### config.mk
export PLATFORM = sky130hd
export DESIGN_NAME = clkstate_seq
export DESIGN_NICKNAME = d
export VERILOG_FILES = /design/src/rtl/clkst_pkg.sv /design/src/rtl/clkst_cdown.sv /design/src/rtl/clkst_refmon.sv /design/src/rtl/clkst_snoop_gate.sv /design/src/rtl/clkstate_seq.sv
export SDC_FILE = /design/constraint.sdc
export NUM_CORES = 1
export LEC_CHECK = 0
export BUFFER_PORTS_ARGS = -buffer_cell sky130_fd_sc_hd__buf_2
export CAP_MARGIN = 40
export CORE_AREA = 5 5 66 68
export CTS_BUF_LIST = sky130_fd_sc_hd__clkbuf_8
export CTS_CLUSTER_DIAMETER = 150
export DETAILED_ROUTE_END_ITERATION = 16
export DIE_AREA = 0 0 71 73
export PLACE_DENSITY = 0.82
export SYNTH_ARGS = -nofsm -noshare
export SYNTH_HDL_FRONTEND = slang
export SYNTH_SLANG_ARGS = --single-unit
### constraint.sdc
create_clock -name clk -period 2 [get_ports clk]
set_clock_uncertainty 0.05 [all_clocks]
set_input_delay 0.1 -clock clk [delete_from_list [all_inputs] [get_ports clk]]
set_output_delay 0.1 -clock clk [all_outputs]
set_load 0.01 [all_outputs]
### src/rtl/clkst_pkg.sv
package clkst_pkg;

  typedef enum logic [2:0] {
    CS_RUN    = 3'd0,
    CS_HALT   = 3'd1,
    CS_GRANT  = 3'd2,
    CS_QSTART = 3'd3,
    CS_SNOOP  = 3'd4,
    CS_SLEEP  = 3'd5,
    CS_DEEP   = 3'd6
  } cstate_e;

  // States in which the bus may still be snooped.
  function automatic logic snoop_serviced(cstate_e s);
    case (s)
      CS_RUN, CS_HALT, CS_GRANT, CS_QSTART, CS_SNOOP: return 1'b1;
      default:                                        return 1'b0;
    endcase
  endfunction

  // States a snoop request pulls out into the snoop state.
  function automatic logic snoop_detours(cstate_e s);
    return (s == CS_HALT) || (s == CS_GRANT) || (s == CS_QSTART);
  endfunction

  // Countdown length used when leaving state s.
  function automatic int unsigned pick_wait(cstate_e s, int unsigned exit_lat,
                                            int unsigned tail, int unsigned relock);
    case (s)
      CS_SNOOP: return tail;
      CS_DEEP:  return relock;
      default:  return exit_lat;
    endcase
  endfunction

  function automatic int unsigned longest3(int unsigned a, int unsigned b, int unsigned c);
    int unsigned m;
    m = a;
    if (b > m) m = b;
    if (c > m) m = c;
    return m;
  endfunction

endpackage

### src/rtl/clkst_cdown.sv
module clkst_cdown #(
  parameter int unsigned CW = 4
) (
  input  logic          clk,
  input  logic          clr,
  input  logic          start,
  input  logic [CW-1:0] load,
  output logic          busy,
  output logic          done
);
  logic [CW-1:0] cnt_q;

  always_ff @(posedge clk) begin
    if (clr)                cnt_q <= '0;
    else if (start)         cnt_q <= load;
    else if (cnt_q != '0)   cnt_q <= cnt_q - 1'b1;
  end

  assign busy = (cnt_q != '0);
  assign done = (cnt_q == CW'(1));

  // the sequencer never restarts a countdown that is still running.
  a_r13_start_idle: assert property (@(posedge clk) disable iff (clr)
    start |-> !busy);

endmodule

### src/rtl/clkst_refmon.sv
module clkst_refmon (
  input  logic ref_run,
  input  logic ref_lvl,
  output logic stop_low,
  output logic resumed
);
  // A stop counts for Deep Sleep only when the clock rests low.
  assign stop_low = !ref_run && !ref_lvl;
  assign resumed  = ref_run;
endmodule

### src/rtl/clkst_snoop_gate.sv
module clkst_snoop_gate
  import clkst_pkg::*;
(
  input  cstate_e state,
  input  logic    snoop_req,
  output logic    snoop_ok,
  output logic    detour
);
  assign snoop_ok = snoop_serviced(state);
  assign detour   = snoop_req && snoop_detours(state);
endmodule

### src/rtl/clkstate_seq.sv
module clkstate_seq
  import clkst_pkg::*;
#(
  parameter int unsigned EXIT_LAT   = 10,
  parameter int unsigned SNOOP_TAIL = 3,
  parameter int unsigned RELOCK_CYC = 3_000_000,
  parameter bit          QS_MODE    = 1'b0
) (
  input  logic       clk,
  input  logic       rst_n,
  input  logic       halt_req,
  input  logic       stop_req_n,
  input  logic       snoop_req,
  input  logic       sleep_req,
  input  logic       ref_run,
  input  logic       ref_lvl,
  output logic [2:0] state_o,
  output logic       snoop_ok_o,
  output logic       ready_o,
  output logic       rst_err_o
);
  localparam int unsigned LONGEST = longest3(EXIT_LAT, SNOOP_TAIL, RELOCK_CYC);
  localparam int unsigned CW      = $clog2(LONGEST + 1);

  cstate_e state_q, nxt_state, ret_q, nxt_ret, stop_tgt;
  logic    ready_q, rst_err_q;
  logic    t_start, t_abort, t_busy, t_done, exit_done;
  logic    snoop_ok, detour, stop_low, resumed;
  logic [CW-1:0] t_load;

  generate
    if (QS_MODE) begin : g_qstart
      assign stop_tgt = CS_QSTART;
    end else begin : g_grant
      assign stop_tgt = CS_GRANT;
    end
  endgenerate

  clkst_snoop_gate u_gate (
    .state(state_q), .snoop_req(snoop_req), .snoop_ok(snoop_ok), .detour(detour)
  );

  clkst_refmon u_ref (
    .ref_run(ref_run), .ref_lvl(ref_lvl), .stop_low(stop_low), .resumed(resumed)
  );

  assign t_load = CW'(pick_wait(state_q, EXIT_LAT, SNOOP_TAIL, RELOCK_CYC));

  clkst_cdown #(.CW(CW)) u_cnt (
    .clk(clk), .clr(!rst_n || t_abort), .start(t_start && rst_n),
    .load(t_load), .busy(t_busy), .done(t_done)
  );

  always_comb begin
    nxt_state = state_q;
    nxt_ret   = ret_q;
    t_start   = 1'b0;
    t_abort   = 1'b0;
    exit_done = 1'b0;
    case (state_q)
      CS_RUN: begin
        if (!stop_req_n)   nxt_state = stop_tgt;
        else if (halt_req) nxt_state = CS_HALT;
      end
      CS_HALT: begin
        if (detour) begin
          t_abort = 1'b1; nxt_state = CS_SNOOP; nxt_ret = CS_HALT;
        end else if (t_done) begin
          nxt_state = CS_RUN; exit_done = 1'b1;
        end else if (!t_busy && !halt_req) begin
          t_start = 1'b1;
        end
      end
      CS_GRANT: begin
        if (detour) begin
          t_abort = 1'b1; nxt_state = CS_SNOOP; nxt_ret = CS_GRANT;
        end else if (t_done) begin
          nxt_state = CS_RUN; exit_done = 1'b1;
        end else if (!t_busy) begin
          if (sleep_req)       nxt_state = CS_SLEEP;
          else if (stop_req_n) t_start = 1'b1;
        end
      end
      CS_QSTART: begin
        if (detour) begin
          t_abort = 1'b1; nxt_state = CS_SNOOP; nxt_ret = CS_QSTART;
        end else if (t_done) begin
          nxt_state = CS_RUN; exit_done = 1'b1;
        end else if (!t_busy) begin
          if (stop_low) begin
            nxt_state = CS_DEEP; nxt_ret = CS_QSTART;
          end else if (stop_req_n) begin
            t_start = 1'b1;
          end
        end
      end
      CS_SNOOP: begin
        if (snoop_req) begin
          t_abort = 1'b1;
        end else if (t_done) begin
          nxt_state = ret_q; exit_done = 1'b1;
        end else if (!t_busy) begin
          t_start = 1'b1;
        end
      end
      CS_SLEEP: begin
        if (t_done) begin
          nxt_state = CS_GRANT; exit_done = 1'b1;
        end else if (!t_busy) begin
          if (stop_low) begin
            nxt_state = CS_DEEP; nxt_ret = CS_SLEEP;
          end else if (!sleep_req) begin
            t_start = 1'b1;
          end
        end
      end
      CS_DEEP: begin
        if (!resumed) begin
          t_abort = 1'b1;
        end else if (t_done) begin
          nxt_state = ret_q; exit_done = 1'b1;
        end else if (!t_busy) begin
          t_start = 1'b1;
        end
      end
      default: nxt_state = CS_RUN;
    endcase
  end

  always_ff @(posedge clk) begin
    if (!rst_n) begin
      ready_q <= 1'b0;
      if (state_q == CS_DEEP) begin
        rst_err_q <= 1'b1;
      end else begin
        state_q   <= CS_RUN;
        ret_q     <= CS_RUN;
        rst_err_q <= 1'b0;
      end
    end else begin
      state_q <= nxt_state;
      ret_q   <= nxt_ret;
      ready_q <= exit_done;
    end
  end

  assign state_o    = state_q;
  assign snoop_ok_o = snoop_ok;
  assign ready_o    = ready_q;
  assign rst_err_o  = rst_err_q;

  a_r1_legal_code: assert property (@(posedge clk) disable iff (!rst_n)
    state_q != 3'd7);

  a_r6_qs_snoop: assert property (@(posedge clk) disable iff (!rst_n)
    (state_q == CS_QSTART && snoop_req) |=> state_q == CS_SNOOP);

  a_r8_sleep_no_snoop: assert property (@(posedge clk) disable iff (!rst_n)
    (state_q == CS_SLEEP && snoop_req) |=> state_q != CS_SNOOP);

  a_r9_deep_origin: assert property (@(posedge clk) disable iff (!rst_n)
    (state_q == CS_DEEP && $past(state_q) != CS_DEEP)
      |-> ($past(state_q) == CS_SLEEP || $past(state_q) == CS_QSTART));

  a_r9_stop_high: assert property (@(posedge clk) disable iff (!rst_n)
    (state_q == CS_SLEEP && !ref_run && ref_lvl && sleep_req && !t_busy)
      |=> state_q == CS_SLEEP);

  a_r11_ready_pulse: assert property (@(posedge clk) disable iff (!rst_n)
    ready_q |=> !ready_q);

  a_r12_deep_reset: assert property (@(posedge clk)
    (state_q == CS_DEEP && !rst_n) |=> (state_q == CS_DEEP && rst_err_q));

endmodule

==> impl_metrics.toml, run 1 <==
[setup_path]
end_kind = "flip-flop"
start_kind = "flip-flop"
path_max_fanout = 5
r2r_slack_ns = -0.19
required_ns = 1.94
worst-setup-path-type = "reg -> reg"
crit_arrival_ns = 2.13

[sta]
tightest_slew_ns = 0.534
slew-limit-headroom_pct = 64.3
hold_viol_final = 0
setup_viol = 27
setup_tns_ns = -2.73
rsz0062_at_grt = "true"
fmax_mhz = 458
min_period_ns = 2.19
setup_slack_ns = -0.185
min_period_over_period_pct = 109
maxSlewViolCount = 0

[clock_tree]
path_clk_slew_ns = 0.07
cts_buffers = 5
clock_sinks = 30
cts_root_buffer = "clkbuf_8"
htree_levels = 2
clk_latency_ns = 0.29
clk_path_buf_depth = 2
cts_tree = "done"

[synthesis]
synthMuxAreaShare_pct = 1.08
async_flop_share_pct = 0
synth_top_family_by_area = "simple AND/OR/NAND/NOR gates"
synth_cell_types = 52
syn-num-nets = 249
syn_inst = 238
ys.flop_type = "dfxtp_1"
synth-seq-area-share_pct = 34.2
synth_edf_count = 7
synth_xor_area_share_pct = 5.80
syn_area_um2 = 1960
synth-compound-area-share_pct = 21.5
synthSimpleGateAreaFrac_pct = 32.4
ys_ff_latch = 30
synth_adder_area_share_pct = 1.91
postSynthAreaPerCell_um2 = 8.25
ys_warn_count = 0

[detailed_routing]
wl_um = 7280
drc = 0
dr.pass1.iters = 6
routed_via_density = 6.53
via_count = 2376
drt_iter0_markers = 406
wl_per_cell_um = 20.0
drtAntennaViolNets = 0

[global_routing]
grt_usage_pct = 23.8
grt-busiest-layer = "met2"
grt_pass1_vias = 2050
use_met3_pct = 6.47
grt_overflow = 0
antenna_found_initial = 0
use_met1_pct = 29.1
grt_pass1_wl_um = 9730
grt_max_degree = 15
grt_use_met2_pct = 38.8

[die]
core_area_um2 = 3800
dieWidth_um = 71
die_h_um = 73
die-area_um2 = 5180
initial_core_util_pct = 51.7
rows = 23
io_pins = 14

[job]
drv_cap = 0

[cells_and_area]
syn_to_final_growth_pct = 48.1
nNetsFinal = 324
fill_cells = 239
final_cells = 364
drive_gt1_share_pct = 41.4
num_antenna_cells = 0

[worst_hold_path]
hold_path.class = "in -> reg"

[outcome]
violations = "negative setup slack"
outcome = "finished with violations"

[placement]
dp_hpwl_um = 4020
dp_cells = 339
io_buffers = 13
gp_congestion = 1.00
metrics by stage:
stage | hold WS (ns) | util, % | worst slack (ns) | area (um2)
after floorplan | 0.239 | - | -0.185 | 1980
after global placement | 0.444 | 64.0 | -0.0913 | 2430
after detailed placement | 0.444 | 64.0 | -0.154 | 2430
after CTS | 0.219 | 69.6 | -0.101 | 2640
after global routing | 0.263 | 76.5 | -0.214 | 2910
final | 0.240 | 76.5 | -0.185 | 2910
cell usage after synthesis, drive strengths merged, types with 4 or more instances:
| cell type | count | area, um2 |
|---|---|---|
| dfxtp | 23 | 460 |
| o211ai | 5 | 37.5 |
| inv | 4 | 15.0 |
| nand4 | 4 | 25.0 |
| nor2b | 5 | 31.3 |
| edfxtp | 7 | 210 |
| a21oi | 11 | 55.1 |
| xor2 | 5 | 43.8 |
| xnor2 | 8 | 70.1 |
| a31oi | 7 | 43.8 |
| nor2 | 20 | 75.1 |
| nor4 | 5 | 37.5 |
| nor3b | 5 | 42.5 |
| clkbuf | 9 | 33.8 |
| or3 | 5 | 31.3 |
| nor3 | 12 | 65.1 |
| a211oi | 5 | 37.5 |
| a31o | 4 | 35.0 |
| nand3 | 12 | 65.1 |
| o21ai | 19 | 95.1 |
| nand2 | 14 | 52.6 |
| nand2b | 8 | 50.1 |
per-layer routing:
metal,wire length [um],vias to the layer above
met2,3610,175
met5,0,-
met3,666,50
li1,-,1042
met1,2660,1109
met4,342,0
sequential cells by signal, summed over array words and instances (netlist names):
| signal | cells |
|---|---|
| ret_q | 3 |
| state_o | 3 |
| u_cnt.cnt_q | 22 |
| rst_err_o | 1 |
| ready_o | 1 |
layout make-up:
cell class	count	area [um2]	area share [%]
Tap cell	50	62.6	2.15
Clock buffer	8	110	3.79
Inverter	4	15.0	0.517
Multi-Input combinational cell	192	1450	50.0
Timing Repair Buffer	80	589	20.3
Sequential cell	30	676	23.2
cells by family after synthesis:
kind of cell | Yosys count
buffers and inverters | 16
AOI/OAI and AO/OA | 65
DFF | 30
xor gates and xnor gates | 13
and+or+nand+nor | 109
muxes | 2
adders and majority gates | 3
critical path, stage by stage, from the launching register on:
cell and delay (ns):
dfxtp_1 0.32, or4_4 0.57, nor3b_4 0.25, buf_6 0.17
nand3_2 0.10, o211ai_1 0.20, a31o_2 0.22
cell usage in the layout, fill, tap and decap left out, types with 7 or more instances in the layout:
master    count
nor3_1       10
dfxtp_1      19
edfxtp_1      7
nand3_1       7
nand2b_1      7
buf_6         7
a21oi_1       8
clkbuf_8      8
nand2_1      13
buf_4        58
buf_2        14
nor2_1       20
o21ai_0      16
xnor2_1       8
what timing repair did:
action | in CTS | in global routing
hold buffers | 0 | 0
pin swaps | 7 | 7
buffers inserted | 5 | 11
gates resized for setup | 11 | 36
endpoints found under the setup margin | 27 | 32
gates cloned | 0 | 1
path summary, 6_finish.rpt:
| check | start | end | cells past startpoint |
|---|---|---|---|
| min reg2reg | u_cnt.cnt_q[0]$_SDFFE_PP0P_ | u_cnt.cnt_q[0]$_SDFFE_PP0P_ | 1 |
| max reg2reg | u_cnt.cnt_q[8]$_SDFFE_PP0P_ | ret_q[1]$_SDFFCE_PN0P_ | 6 |
| min | ref_run | ready_o$_SDFF_PN0_ | 4 |
| max | u_cnt.cnt_q[8]$_SDFFE_PP0P_ | ret_q[1]$_SDFFCE_PN0P_ | 6 |
Power of run 1 is not shown: default switching activity piles up to over one toggle a cycle in this logic, so the estimate is an artifact.
==> run 2, diff against run 1 <==
SKIP_LAST_GASP = 1   (was not set)
==> run 2 against run 1 <==
  * The flow still finishes with violations (negative setup slack)
  * Non-clock buffer count did not move
  * First-iteration DRC count shrank 6.2%
  * Global-route usage unchanged
  * Critical endpoint is now state_o[2]$_SDFFCE_PN0P_
  * Hold slack worse by 0.0015 ns
  * Wire length fell by 1.3%
  * Fmax is 1.7% higher
  * Critical path depth did not move
==> impl_metrics.toml, run 2 (synthesis results as in run 1) <==
[outcome]
outcome = "finished with violations"
violations = "negative setup slack"

[sta]
maxSlewViolCount = 0
min_period_over_period_pct = 107
tightest_slew_ns = 0.464
min_period_ns = 2.15
fmax_mhz = 465
slew-limit-headroom_pct = 68.9
hold_viol_final = 0
setup_slack_ns = -0.148
setup_viol = 25
rsz0062_at_grt = "true"
setup_tns_ns = -2.36
holdWs_ns = 0.239

[detailed_routing]
routed_via_density = 6.63
wl_per_cell_um = 19.8
drt_iter0_markers = 381
dr.pass1.iters = 6
via_count = 2413
drtAntennaViolNets = 0
wl_um = 7190
drc = 0

[job]
drv_cap = 0

[die]
die-area_um2 = 5180
io_pins = 14
initial_core_util_pct = 51.7
die_h_um = 73
dieWidth_um = 71
core_area_um2 = 3800
rows = 23

[global_routing]
antenna_found_initial = 0
grt_pass1_vias = 2050
grt_usage_pct = 23.8
grt_overflow = 0
grt_pass1_wl_um = 9730
grt_max_degree = 15

[clock_tree]
clock_sinks = 30
postCtsHoldBufs = 0
cts_buffers = 5
cts_tree = "done"
htree_levels = 2
clk_latency_ns = 0.29
path_clk_slew_ns = 0.07
cts_root_buffer = "clkbuf_8"
clk_path_buf_depth = 2

[placement]
io_buffers = 13
place_area_um2 = 2430
gp_congestion = 1.00
dp_hpwl_um = 4020

[setup_path]
worst-setup-path-type = "reg -> reg"
required_ns = 1.95
crit_arrival_ns = 2.10
end_kind = "flip-flop"
start_kind = "flip-flop"
path_max_fanout = 5

[cells_and_area]
syn_to_final_growth_pct = 46.8
regMostFlops = "u_cnt.cnt_q"
final_common_cell = "buf_4"
nNetsFinal = 324
largest_reg_flops = 22
num_antenna_cells = 0
final_cell_mix = "58 x buf_4, 20 x nor2_1, 19 x dfxtp_1, 17 x o21ai_0, 14 x buf_2"
design_area_um2 = 2880
drive_gt1_share_pct = 41.1

[worst_hold_path]
hold_path.class = "in -> reg"
run 2: cell counts in the layout (fill, tap and decap cells not counted):
Identical to the previous run, type by type.
run 2: layer usage:
metal  share of wire (%)  track usage [%]
met5                   0                0
met4                 7.3             11.1
met3                 8.3             6.47
met2                  47             38.8
met1                  37             29.1
run 2: layout make-up:
cell class,count,area [um2]
repair buffers,80,589
inverters,4,15.0
clock buffers,8,110
flip-flops and latches,30,676
multi-input cells,192,1430
fillers,237,916
well taps,50,62.6
run 2: worst paths after layout:
kind                                from                           to  slack (ns)  cells after the start
min                              ref_run           ready_o$_SDFF_PN0_        0.24                      4
min reg2reg  u_cnt.cnt_q[0]$_SDFFE_PP0P_  u_cnt.cnt_q[0]$_SDFFE_PP0P_        0.52                      1
max reg2reg  u_cnt.cnt_q[8]$_SDFFE_PP0P_     state_o[2]$_SDFFCE_PN0P_       -0.15                      6
max          u_cnt.cnt_q[8]$_SDFFE_PP0P_     state_o[2]$_SDFFCE_PN0P_       -0.15                      6
run 2: timing repair:
| action | in CTS | in global routing |
|---|---|---|
| cloned | 0 | 1 |
| gates resized for setup | 11 | 32 |
| endpoints found under the setup margin | 27 | 32 |
| pin swaps | 7 | 6 |
| setup buffers | 5 | 11 |
run 2: worst max-delay path: stages, from the launching register on:
cell and delay (ns):
dfxtp_1 0.32, or4_4 0.57, nor3b_4 0.24, buf_6 0.17
nand4_1 0.11, a31oi_1 0.19, o21a_1 0.20
run 2: metrics by stage:
stage	util [%]	cells	worst slack [ns]
3_5_place_dp	64.0	339	-0.154
3_3_place_gp	64.0	339	-0.0913
6_report	75.9	364	-0.148
5_1_grt	75.9	364	-0.218
4_1_cts	69.6	352	-0.101
2_1_floorplan	-	238	-0.185
Power of run 2 is left out for the same reason.
==> run 3, diff against run 2 <==
CORE_AREA = 2 2 63 65   (was 5 5 66 68)
DIE_AREA = 0 0 65 67   (was 0 0 71 73)
==> run 3 against run 2 <==
  * The run still ends with negative setup slack left
  * Critical path type unchanged
  * Cell count down 1.4%
  * Die area fell by 16%
  * Fmax rose by 1.0%
==> impl_metrics.toml, run 3 (synthesis results as in run 1) <==
[global_routing]
grt_usage_pct = 28.9
antenna_found_initial = 0
grt_max_degree = 16
grt_pass1_vias = 2100
grt_overflow = 0
grt_pass1_wl_um = 9560

[sta]
setup_slack_ns = -0.126
min_period_over_period_pct = 106
setup_tns_ns = -1.12
holdWs_ns = 0.252
rsz0062_at_grt = "true"
setup_viol = 12
min_period_ns = 2.13
maxSlewViolCount = 0
hold_viol_final = 0
fmax_mhz = 470
tightest_slew_ns = 0.376
slew-limit-headroom_pct = 74.7

[detailed_routing]
wl_um = 6570
drtAntennaViolNets = 0
via_count = 2313
routed_via_density = 6.44
wl_per_cell_um = 18.3
dr.pass1.iters = 5
drc = 0
drt_iter0_markers = 216

[setup_path]
start_kind = "flip-flop"
worst_path_max_delay_cell = "or4_4"
end_kind = "flip-flop"
path_max_fanout = 7
crit_arrival_ns = 2.08
path_cells = "or4_4 > nor4b_4 > buf_6 > nand3_4 > o211ai_1 > a31o_2"
critPathMaxStageDelay_ns = 0.56
required_ns = 1.96
worst-setup-path-type = "reg -> reg"

[outcome]
violations = "negative setup slack"
outcome = "finished with violations"

[placement]
io_buffers = 13
dp_cells = 337
dp_hpwl_um = 4100
gp_congestion = 0.999

[clock_tree]
cts_root_buffer = "clkbuf_8"
htree_levels = 2
cts_tree = "done"
clk_path_buf_depth = 2
clock_sinks = 30
cts_buffers = 5
clk_latency_ns = 0.29
path_clk_slew_ns = 0.07

[die]
initial_core_util_pct = 54.4
io_pins = 14
core_area_um2 = 3610
dieWidth_um = 65
rows = 22
die_h_um = 67
die-area_um2 = 4360

[cells_and_area]
drive_gt1_share_pct = 37.3
regMostFlops = "u_cnt.cnt_q"
nNetsFinal = 321
num_antenna_cells = 0
final_common_cell = "buf_4"
syn_to_final_growth_pct = 42.1
final_util_pct = 77.3
final_cell_mix = "57 x buf_4, 21 x dfxtp_1, 20 x nor2_1, 16 x o21ai_0, 14 x nand2_1"
final_cells = 359
largest_reg_flops = 22

[job]
drv_cap = 0

[worst_hold_path]
hold_path.class = "in -> reg"
==> run 3: cell type report <==
class	instances	area [um2]
Clock buffer	6	82.6
Clock inverter	2	12.5
Fill cell	237	817
Inverter	4	15.0
Multi-Input combinational cell	192	1380
Sequential cell	30	673
Tap cell	48	60.1
Timing Repair Buffer	77	566
==> run 3: worst max-delay path, delay by kind of cell, from the launching register on <==
family / cells / cell delay (ns)
AOI/OAI and AO/OA: 2 / 0.42
and+or+nand+nor: 3 / 0.89
buffers and inverters: 1 / 0.18
DFF: 1 / 0.32
==> run 3: metrics by stage <==
stage | setup WS (ns) | instance area [um2]
2_1_floorplan | -0.185 | 1980
3_3_place_gp | -0.0657 | 2440
3_5_place_dp | -0.128 | 2440
4_1_cts | -0.0953 | 2620
5_1_grt | -0.206 | 2790
6_report | -0.126 | 2790
==> run 3: per-layer routing <==
| metal | wire length, um | up-vias | share of wire, % | track usage, % |
|---|---|---|---|---|
| li1 | - | 1042 | - | - |
| met1 | 2620 | 1087 | 40 | 34.7 |
| met2 | 3220 | 153 | 49 | 46.6 |
| met3 | 544 | 31 | 8.3 | 7.26 |
| met4 | 180 | 0 | 2.7 | 16.8 |
| met5 | 0 | - | 0 | 0 |
==> run 3: path summary, 6_finish.rpt <==
kind	start	end	slack [ns]	cells past startpoint
hold / removal	stop_req_n	state_o[0]$_SDFFCE_PN0P_	0.25	4
setup reg to reg	u_cnt.cnt_q[3]$_SDFFE_PP0P_	ret_q[1]$_SDFFCE_PN0P_	-0.13	6
hold reg to reg	u_cnt.cnt_q[0]$_SDFFE_PP0P_	u_cnt.cnt_q[0]$_SDFFE_PP0P_	0.51	1
setup / recovery	u_cnt.cnt_q[3]$_SDFFE_PP0P_	ret_q[1]$_SDFFCE_PN0P_	-0.13	6
==> run 3: timing repair <==
action,4_1_cts,5_1_grt
setup endpoints to repair,26,31
resized for setup,9,22
pin swaps,7,7
hold buffers,0,0
setup buffers,4,11
Power of run 3 is left out for the same reason.
